--- src/rtl/bcs_pkg.sv ---
package bcs_pkg;

    localparam int BEATS  = 4;
    localparam int BEAT_W = $clog2(BEATS);

    typedef enum logic [1:0] {
        ST_IDLE,
        ST_WAIT,
        ST_BEAT
    } seq_state_e;

    typedef struct packed {
        logic hit;
        logic local_off;
    } win_res_t;

    // Clocks spent on the first beat of a burst.
    function automatic int unsigned first_beat_lat(
        input logic        chained,
        input logic        is_write,
        input logic        same_bank,
        input int unsigned iso_lat,
        input int unsigned xbank_lat,
        input int unsigned sbank_lat
    );
        if (!chained || is_write) return iso_lat;
        if (same_bank)            return sbank_lat;
        return xbank_lat;
    endfunction

endpackage

--- src/rtl/bcs_window_match.sv ---
module bcs_window_match
    import bcs_pkg::*;
#(
    parameter int ADDR_W = 32,
    parameter int SZ_W   = 6
) (
    input  logic [ADDR_W-1:0] addr,
    input  logic              en,
    input  logic [ADDR_W-1:0] base,
    input  logic [SZ_W-1:0]   size_log2,
    input  logic              local_off,
    output win_res_t          res
);
    logic [ADDR_W-1:0] keep_mask;
    logic              match;

    assign keep_mask = {ADDR_W{1'b1}} << size_log2;
    assign match     = en && (((addr ^ base) & keep_mask) == '0);

    always_comb begin
        res.hit       = match;
        res.local_off = match && local_off;
    end
endmodule

--- src/rtl/bcs_lat_sel.sv ---
module bcs_lat_sel
    import bcs_pkg::*;
#(
    parameter int BANK_W    = 1,
    parameter int LAT_W     = 2,
    parameter int ISO_LAT   = 3,
    parameter int XBANK_LAT = 2,
    parameter int SBANK_LAT = 1
) (
    input  logic              chained,
    input  logic              is_write,
    input  logic [BANK_W-1:0] bank,
    input  logic [BANK_W-1:0] prev_bank,
    output logic [LAT_W-1:0]  lat
);
    int unsigned lat_full;

    always_comb begin
        lat_full = first_beat_lat(chained, is_write, bank == prev_bank,
                                  ISO_LAT, XBANK_LAT, SBANK_LAT);
        lat      = LAT_W'(lat_full);
    end
endmodule

--- src/rtl/bcs_beat_engine.sv ---
module bcs_beat_engine
    import bcs_pkg::*;
#(
    parameter int LAT_W = 2
) (
    input  logic              clk,
    input  logic              rst,
    input  logic              start,
    input  logic [LAT_W-1:0]  lat,
    output logic              idle,
    output logic              beat_rdy,
    output logic [BEAT_W-1:0] beat_idx,
    output logic              burst_done
);
    localparam logic [BEAT_W-1:0] LAST_IDX = BEAT_W'(BEATS - 1);

    seq_state_e        st_q;
    logic [LAT_W-1:0]  wait_q;
    logic [BEAT_W-1:0] idx_q;

    always_ff @(posedge clk) begin
        if (rst) begin
            st_q   <= ST_IDLE;
            wait_q <= '0;
            idx_q  <= '0;
        end else begin
            case (st_q)
                ST_IDLE: begin
                    if (start) begin
                        idx_q <= '0;
                        if (lat <= LAT_W'(1)) begin
                            st_q <= ST_BEAT;
                        end else begin
                            st_q   <= ST_WAIT;
                            wait_q <= lat - LAT_W'(1);
                        end
                    end
                end
                ST_WAIT: begin
                    if (wait_q <= LAT_W'(1)) st_q <= ST_BEAT;
                    else                     wait_q <= wait_q - LAT_W'(1);
                end
                ST_BEAT: begin
                    idx_q <= idx_q + BEAT_W'(1);
                    if (idx_q == LAST_IDX) st_q <= ST_IDLE;
                end
                default: st_q <= ST_IDLE;
            endcase
        end
    end

    assign idle       = (st_q == ST_IDLE);
    assign beat_rdy   = (st_q == ST_BEAT);
    assign beat_idx   = beat_rdy ? idx_q : '0;
    assign burst_done = beat_rdy && (idx_q == LAST_IDX);
endmodule

--- src/rtl/burst_cache_seq.sv ---
module burst_cache_seq
    import bcs_pkg::*;
#(
    parameter int ADDR_W    = 32,
    parameter int NREG      = 2,
    parameter int BANKS     = 2,
    parameter int ISO_LAT   = 3,
    parameter int XBANK_LAT = 2,
    parameter int SBANK_LAT = 1,
    localparam int SZ_W     = $clog2(ADDR_W + 1),
    localparam int BANK_W   = (BANKS > 1) ? $clog2(BANKS) : 1
) (
    input  logic                       clk,
    input  logic                       rst,
    input  logic                       req_valid,
    input  logic [ADDR_W-1:0]          req_addr,
    input  logic [BANK_W-1:0]          req_bank,
    input  logic                       req_write,
    input  logic [NREG-1:0]            cfg_en,
    input  logic [NREG-1:0][ADDR_W-1:0] cfg_base,
    input  logic [NREG-1:0][SZ_W-1:0]  cfg_size_log2,
    input  logic [NREG-1:0]            cfg_local_off,
    output logic                       beat_rdy,
    output logic [BEAT_W-1:0]          beat_idx,
    output logic                       burst_done,
    output logic                       acc_cached,
    output logic                       acc_bypass,
    output logic                       acc_local_off
);
    localparam int LAT_W = $clog2(ISO_LAT + 1);

    win_res_t [NREG-1:0] win_res;
    logic [NREG-1:0]     win_hit;
    logic [NREG-1:0]     win_loc;

    for (genvar g = 0; g < NREG; g++) begin : g_win
        bcs_window_match #(
            .ADDR_W (ADDR_W),
            .SZ_W   (SZ_W)
        ) u_win (
            .addr      (req_addr),
            .en        (cfg_en[g]),
            .base      (cfg_base[g]),
            .size_log2 (cfg_size_log2[g]),
            .local_off (cfg_local_off[g]),
            .res       (win_res[g])
        );
        assign win_hit[g] = win_res[g].hit;
        assign win_loc[g] = win_res[g].local_off;
    end

    logic              eng_idle;
    logic              accept;
    logic              start;
    logic              any_hit;
    logic              chained_q;
    logic [BANK_W-1:0] prev_bank_q;
    logic [LAT_W-1:0]  lat;

    assign any_hit = |win_hit;
    assign accept  = req_valid && eng_idle;
    assign start   = accept && !any_hit;

    bcs_lat_sel #(
        .BANK_W    (BANK_W),
        .LAT_W     (LAT_W),
        .ISO_LAT   (ISO_LAT),
        .XBANK_LAT (XBANK_LAT),
        .SBANK_LAT (SBANK_LAT)
    ) u_lat (
        .chained   (chained_q),
        .is_write  (req_write),
        .bank      (req_bank),
        .prev_bank (prev_bank_q),
        .lat       (lat)
    );

    bcs_beat_engine #(
        .LAT_W (LAT_W)
    ) u_eng (
        .clk        (clk),
        .rst        (rst),
        .start      (start),
        .lat        (lat),
        .idle       (eng_idle),
        .beat_rdy   (beat_rdy),
        .beat_idx   (beat_idx),
        .burst_done (burst_done)
    );

    always_ff @(posedge clk) begin
        if (rst) begin
            chained_q     <= 1'b0;
            prev_bank_q   <= '0;
            acc_cached    <= 1'b0;
            acc_bypass    <= 1'b0;
            acc_local_off <= 1'b0;
        end else begin
            chained_q     <= burst_done;
            if (start) prev_bank_q <= req_bank;
            acc_cached    <= start;
            acc_bypass    <= accept && any_hit;
            acc_local_off <= accept && (|win_loc);
        end
    end
endmodule

--- config.mk ---
export PLATFORM = sky130hd
export DESIGN_NAME = burst_cache_seq
export DESIGN_NICKNAME = d
export VERILOG_FILES = /design/src/rtl/bcs_pkg.sv /design/src/rtl/bcs_window_match.sv /design/src/rtl/bcs_lat_sel.sv /design/src/rtl/bcs_beat_engine.sv /design/src/rtl/burst_cache_seq.sv
export SDC_FILE = /design/constraint.sdc
export NUM_CORES = 1
export LEC_CHECK = 0
export BUFFER_PORTS_ARGS = -buffer_cell sky130_fd_sc_hd__buf_2
export CORE_AREA = 5 5 73 75
export DETAILED_ROUTE_END_ITERATION = 8
export DIE_AREA = 0 0 78 80
export PLACE_DENSITY = 0.85
export SYNTH_ARGS = -nofsm -noshare
export SYNTH_HDL_FRONTEND = slang
export SYNTH_SLANG_ARGS = --single-unit
--- constraint.sdc ---
create_clock -name clk -period 2.64 [get_ports clk]
set_clock_uncertainty 0.15 [all_clocks]
set_input_delay 0.264 -clock clk [delete_from_list [all_inputs] [get_ports clk]]
set_output_delay 0.264 -clock clk [all_outputs]
set_load 0.01 [all_outputs]
After elaboration in Yosys (flattened, before gate mapping). Cells that the tools add are included.

Flip-flop bits (word level): 11. Bits in latches: 0. RAM bits: 0. Bits in read-only memories: 0. Input port bits: 117. Output and inout bits: 7. Word-level logic and storage cells: 69. Memories: 0.

$add $sub $neg: 3. Multipliers: 0. Div/mod/pow operators: 0. $lt $le $gt $ge: 2. Equal/unequal tests: 9. Shifts and indexed selects: 2. Muxes and demuxes: 19. Bitwise gates (word level): 4. Reductions and logical operators: 22.

Operators with widths (number): AND 32 bit (2); logical NOT 32 bit (2); left shift 32 x 6 -> 32 bit, first input constant (2); XOR 32 bit (2); two-way mux 2 bit (13); logical AND 1 bit (9); one-hot mux 2 bit (2 select lines) (2); inequality test 2 bit, second input constant (3); one-hot mux 2 bit (3 select lines) (1); equality test 2 bit, second input constant (2); less-or-equal comparator 2 x 1 -> 1 bit, second input constant (2); inequality test 2 x 1 -> 1 bit, second input constant (2); AND reduction 4 bit (1); nonzero test 2 bit (2); OR reduction 2 bit (2); subtractor 2 x 1 -> 2 bit, second input constant (2); two-way mux 1 bit (3); AND reduction 3 bit (1); adder 2 x 1 -> 2 bit, second input constant (1); equality test 2 x 1 -> 1 bit, second input constant (1); logical NOT 1 bit (2); logical NOT 2 bit (1); AND reduction 2 bit (1); equality test 1 bit (1); logical OR 1 bit (1).

Depth between registers and ports, before layout.
Depth in word-level cells: 10. Mapped depth: 9.

By module. A second synthesis with hierarchy kept.

Cell total of the unflattened synthesis: 257. Area total of the unflattened synthesis: 2072.0 sq um.

Modules (own cells, without submodules): bcs_window_match (times used 2, cells each 97, area each 745.7 sq um); bcs_beat_engine (times used 1, cells each 43, area each 382.9 sq um); burst_cache_seq (times used 1, cells each 16, area each 172.7 sq um); bcs_lat_sel (times used 1, cells each 4, area each 25.0 sq um).

Least setup slack after synthesis. Ideal clock, no wire load.

Path kind: input-to-reg. From: in cfg_size_log2[4] (netlist name). To: reg u_eng.wait_q[1]. Arrival time: 1.994 ns. Data required time: 2.362 ns. Slack: 0.368 ns. Stages: 9. Cell sequence: buf_6 or2_0 or4_1 o311ai_1 a21oi_1 a41o_1 and2_4 nor4_4 o41ai_1.

Word-level cells in the longest chain between the ends: 9.

RTL lines: from (decl) (RTL line burst_cache_seq.sv:21) `input logic [NREG-1:0][SZ_W-1:0] cfg_size_log2,`; left shift 32 x 6 -> 32 bit (RTL line bcs_window_match.sv:17) `assign keep_mask = {ADDR_W{1'b1}} << size_log2;`; AND 32 bit (RTL line bcs_window_match.sv:18) `assign match = en && (((addr ^ base) & keep_mask) == '0);`; logical NOT 32 bit (RTL line bcs_window_match.sv:18); logical AND 1 bit (RTL line bcs_window_match.sv:18); OR reduction 2 bit (RTL line burst_cache_seq.sv:60) `assign any_hit = |win_hit;`; logical NOT 1 bit (RTL line burst_cache_seq.sv:62) `assign start = accept && !any_hit;`; logical AND 1 bit (RTL line burst_cache_seq.sv:62); inequality test 2 x 1 -> 1 bit (no line); AND reduction 4 bit (no line); to (signal assigned) (RTL line bcs_beat_engine.sv:35) `wait_q <= lat - LAT_W'(1);`; to (signal assigned) (RTL line bcs_beat_engine.sv:41) `else wait_q <= wait_q - LAT_W'(1);`; to (decl) (RTL line bcs_beat_engine.sv:18) `logic [LAT_W-1:0] wait_q;`.

Every way passes these cells. A chain may end at the register's enable or synchronous reset.

Worst setup path after layout.
From: in req_addr[28]. To: reg u_eng.wait_q[1].

Word-level cells in the longest chain between the ends: 9. Elaborated cells between the ends (all ways): 13. Classes of those cells: 1 x eq/ne; 4 x bitwise; 8 x reduce/logical.

RTL lines: from (decl) (RTL line burst_cache_seq.sv:16) `input logic [ADDR_W-1:0] req_addr,`; XOR 32 bit (RTL line bcs_window_match.sv:18); AND 32 bit (RTL line bcs_window_match.sv:18); logical NOT 32 bit (RTL line bcs_window_match.sv:18); logical AND 1 bit (RTL line bcs_window_match.sv:18); OR reduction 2 bit (*) (RTL line burst_cache_seq.sv:60); logical NOT 1 bit (*) (RTL line burst_cache_seq.sv:62); logical AND 1 bit (*) (RTL line burst_cache_seq.sv:62); inequality test 2 x 1 -> 1 bit (no line) (*); AND reduction 4 bit (no line) (*).

Mark *: on every way between the ends. The rest lies on a longest branch, timed or not.

==> reports/metrics.csv <==
stage;metric;value;unit
floorplanning;Initial Util;40.8;%
global_routing;GRT overflow;0;
floorplanning;height of the die;80;um
floorplanning;CORE AREA;4600;um2
floorplanning;boundary pin count;124;
global_routing;antenna violations before repair;0;
pwr;Sequential Power Share;24.7;%
worst_setup_path;crit path kind;in -> reg;
timing;unrepaired setup endpoints after global routing;false;
placement;dpl hpwl;5.52;mm
cells_and_area;fraction of layout cells with a size suffix above 1;37.8;%
drt;ANT nets after route;0;
yosys;mux cell area share after synthesis;0.534;%
worst_setup_path;Worst Path Max Fanout;3;
min_path;Hold Crit Class;in -> reg;
yosys;Cells after Synth;249;
worst_setup_path;reg2reg setup slack;1.22;ns
yosys;Mapped Nets;368;
timing;final setup vio count;0;
run;total of max-cap violations;0;
worst_setup_path;crit end category;flop;
yosys;#FFs+latches synth;11;
clock_network;setup repair bufs after CTS;0;
placement;number of port buffers;123;
pwr;peak supply drop;0.106;mV
yosys;Top FF cell, synth;dfxtp_1;
yosys;asr flop ratio synth;0;%
drt;Routed WL;6.21;mm
floorplanning;row count;25;
yosys;Post-Synth Adder-Cell Area;1.34;%
min_path;worst hold path startpoint;req_valid;
yosys;post-synthesis sequential area ratio;11.7;%
drt;Pre-antenna DRT Iters;4;
worst_setup_path;CP startpoint kind;primary input;
yosys;post-synthesis compound-gate area fraction;32.0;%
yosys;Mean Syn Cell Area;7.53;um2
yosys;synth top area cells;xnor2_1 (19%), dfxtp_1 (12%), xor2_1 (11%);
pwr;LEAKAGE;1.14;nW
global_routing;largest net degree at the start of global routing;20;
floorplanning;die width;78;um
yosys;largest family of logic cells by synthesized area;compound AO/OA/AOI/OAI gates;
placement;Post-DP Area;2510;um2
pwr;Sw Share;36.3;%
pwr;Internal Power;0.477;mW
cells_and_area;Util after Layout;55.5;%
clock_network;CTS Hold Bufs;0;
timing;hold slack;0.152;ns
cells_and_area;Final Cell Area;2550;um2
clock_network;CTS sink cnt;11;
clock_network;TritonCTS buffer count;3;
clock_network;H-tree depth;1;
drt;Via density;5.53;
yosys;Cell Area, Synth;1870;um2
drt;initial drt markers;83;
yosys;Post-Synth Simple-Gate Area;19.0;%
pwr;Clock Power Share;22.7;%
worst_setup_path;worst path required time;2.63;ns
clock_network;TritonCTS clock tree;built;
pwr;P per Cell Area;294;nW/um2
global_routing;vias in the first global route;2345;
outcome;outcome;finished clean;
pwr;sw power;0.272;mW
min_path;Hold Path Cell Cnt;3;
cells_and_area;Final nets;485;
yosys;Synth Warn #;0;
placement;routability cong.;0.854;
worst_setup_path;Reg-to-Reg Start;u_eng.st_q[1]$_SDFFE_PP0P_;
cells_and_area;Diodes inserted;0;
yosys;Netlist cell types;59;
clock_network;CTS root buffer;clkbuf_8;
global_routing;total track usage;18.9;%
timing;setup TNS;0;ns
yosys;Synth Area in XOR/XNOR;30.4;%
worst_setup_path;FF-to-FF path depth;4;
clock_network;clk buf depth;2;
timing;worst-margin pin slew;0.379;ns
yosys;number of synthesized flops with an enable pin;0;
timing;fin crit share;82.0;%
drt;vias;2319;
timing;Fmax;462;MHz
timing;Tmin final;2.16;ns
cells_and_area;Syn-to-layout area delta;36.2;%
floorplanning;die area;6240;um2
pwr;Comb power frac;52.6;%
pwr;PnR Total Power;0.749;mW
drt;routed len/inst;14.8;um
worst_setup_path;worst reg2reg path endpoint;prev_bank_q$_SDFFE_PP0P_;
timing;final hold viol count;0;
worst_setup_path;Worst EP arrival;2.15;ns
yosys;Yosys top cell area share;19.2;%
timing;Max Transition Viols Final;0;
yosys;largest area contributor in the netlist;xnor2_1;
min_path;Worst Hold End;u_eng.st_q[1]$_SDFFE_PP0P_;
global_routing;first-pass GRT wire length;9.78;mm
clock_network;Clock Latency Late Sink;0.24;ns
drt;DRC Markers;0;
clock_network;# resized after CTS;0;
clock_network;Clock Pin Slew Worst Setup and Hold Paths;0.05;ns
timing;worst rel slew slack;74.1;%
[cell families after synthesis]
kind of cell / after synthesis
AOI/OAI and AO/OA: 88
xor gates and xnor gates: 65
and+or+nand+nor: 62
buffers and inverters: 20
DFF: 11
adders and majority gates: 2
muxes: 1
[power groups by stage]
stage | Combinational, mW | Clock [mW] | Sequential (mW)
3_5_place_dp | 0.393 | 0 | 0.188
5_1_grt | 0.436 | 0.182 | 0.186
6_report | 0.394 | 0.170 | 0.185
4_1_cts | 0.394 | 0.174 | 0.185
2_1_floorplan | 0.232 | 0 | 0.187
3_3_place_gp | 0.389 | 0 | 0.187
[area by class of cell]
class / count / area (um2)
fill: 422 / 2050
multi-input combinational: 218 / 1560
timing repair buffer: 126 / 638
sequential: 11 / 220
tap: 54 / 67.6
clock buffer: 4 / 45.0
inverter: 6 / 22.5
[layout by cell type, fill, tap and decap left out, types with 3 or more instances in the layout]
cell type,netlist,final
a211oi_1,4,4
a21oi_1,21,21
xor2_1,24,24
nand2b_1,3,3
nor2_1,12,12
buf_2,7,123
nand2_1,9,9
buf_4,1,3
a21o_1,4,4
nor2b_1,3,3
and2_1,6,6
a41oi_1,3,3
o21a_1,4,4
o21ai_0,14,14
inv_1,6,6
o2111ai_1,3,3
xnor2_1,41,41
clkbuf_8,0,3
nor3_1,8,8
nand3b_1,3,3
dfxtp_1,11,11
o31ai_1,3,3
a31oi_1,7,7
[Yosys cell counts, drive strengths merged, types with 2 or more instances]
cell type and number:
a2111oi 2, a211oi 5, a21o 4, a21oi 22, a221oi 2, a22oi 2, a31oi 7, a41oi 3
and2 8, buf 9, clkbuf 5, dfxtp 11, ha 2, inv 6, nand2 9, nand2b 3
nand3 2, nand3b 3, nor2 12, nor2b 3, nor3 9, nor3b 2, nor4 3, o2111ai 3
o21a 4, o21ai 16, o221ai 2, o311ai 2, o31ai 3, o41ai 2, or2 4, xnor2 41
xor2 24
[state kept, by name, indices dropped and copies added, names as in the netlist]
name and cells:
u_eng.st_q 2, u_eng.wait_q 2, chained_q 1, acc_bypass 1
acc_cached 1, prev_bank_q 1, acc_local_off 1, u_eng.idx_q 2
[worst max-delay path, stage by stage]
cell and delay, ns:
buf_2 0.11, xnor2_1 0.30, o21ai_0 0.12, a2111oi_0 0.43
a41oi_1 0.18, nor2_1 0.19, and2_4 0.20, nor4_4 0.05
o41ai_1 0.29
[metal layers]
| layer | share of wire [%] | global-route usage (%) | vias to the layer above |
|---|---|---|---|
| met4 | 2.1 | 8.45 | 0 |
| met3 | 10 | 5.53 | 13 |
| met5 | 0 | 0 | - |
| li1 | - | - | 1145 |
| met1 | 36 | 21.1 | 1043 |
| met2 | 51 | 33.1 | 118 |
[metrics by stage]
step,setup slack [ns],std cells
after floorplan,0.368,249
after global placement,0.312,415
after detailed placement,0.239,415
after CTS,0.468,419
after global routing,0.204,419
final,0.476,419
[worst max path at each step]
stage,start,end,cells past startpoint
2_1_floorplan,cfg_size_log2[4],u_eng.wait_q[1]$_SDFFE_PP0P_,9
3_3_place_gp,cfg_base[28],u_eng.wait_q[1]$_SDFFE_PP0P_,9
3_5_place_dp,cfg_base[28],u_eng.wait_q[1]$_SDFFE_PP0P_,9
4_1_cts,cfg_base[28],u_eng.wait_q[1]$_SDFFE_PP0P_,9
5_1_grt,cfg_base[28],u_eng.wait_q[1]$_SDFFE_PP0P_,9
6_report,req_addr[28],u_eng.wait_q[1]$_SDFFE_PP0P_,9
No activity file was read; power rests on OpenSTA's default activity.
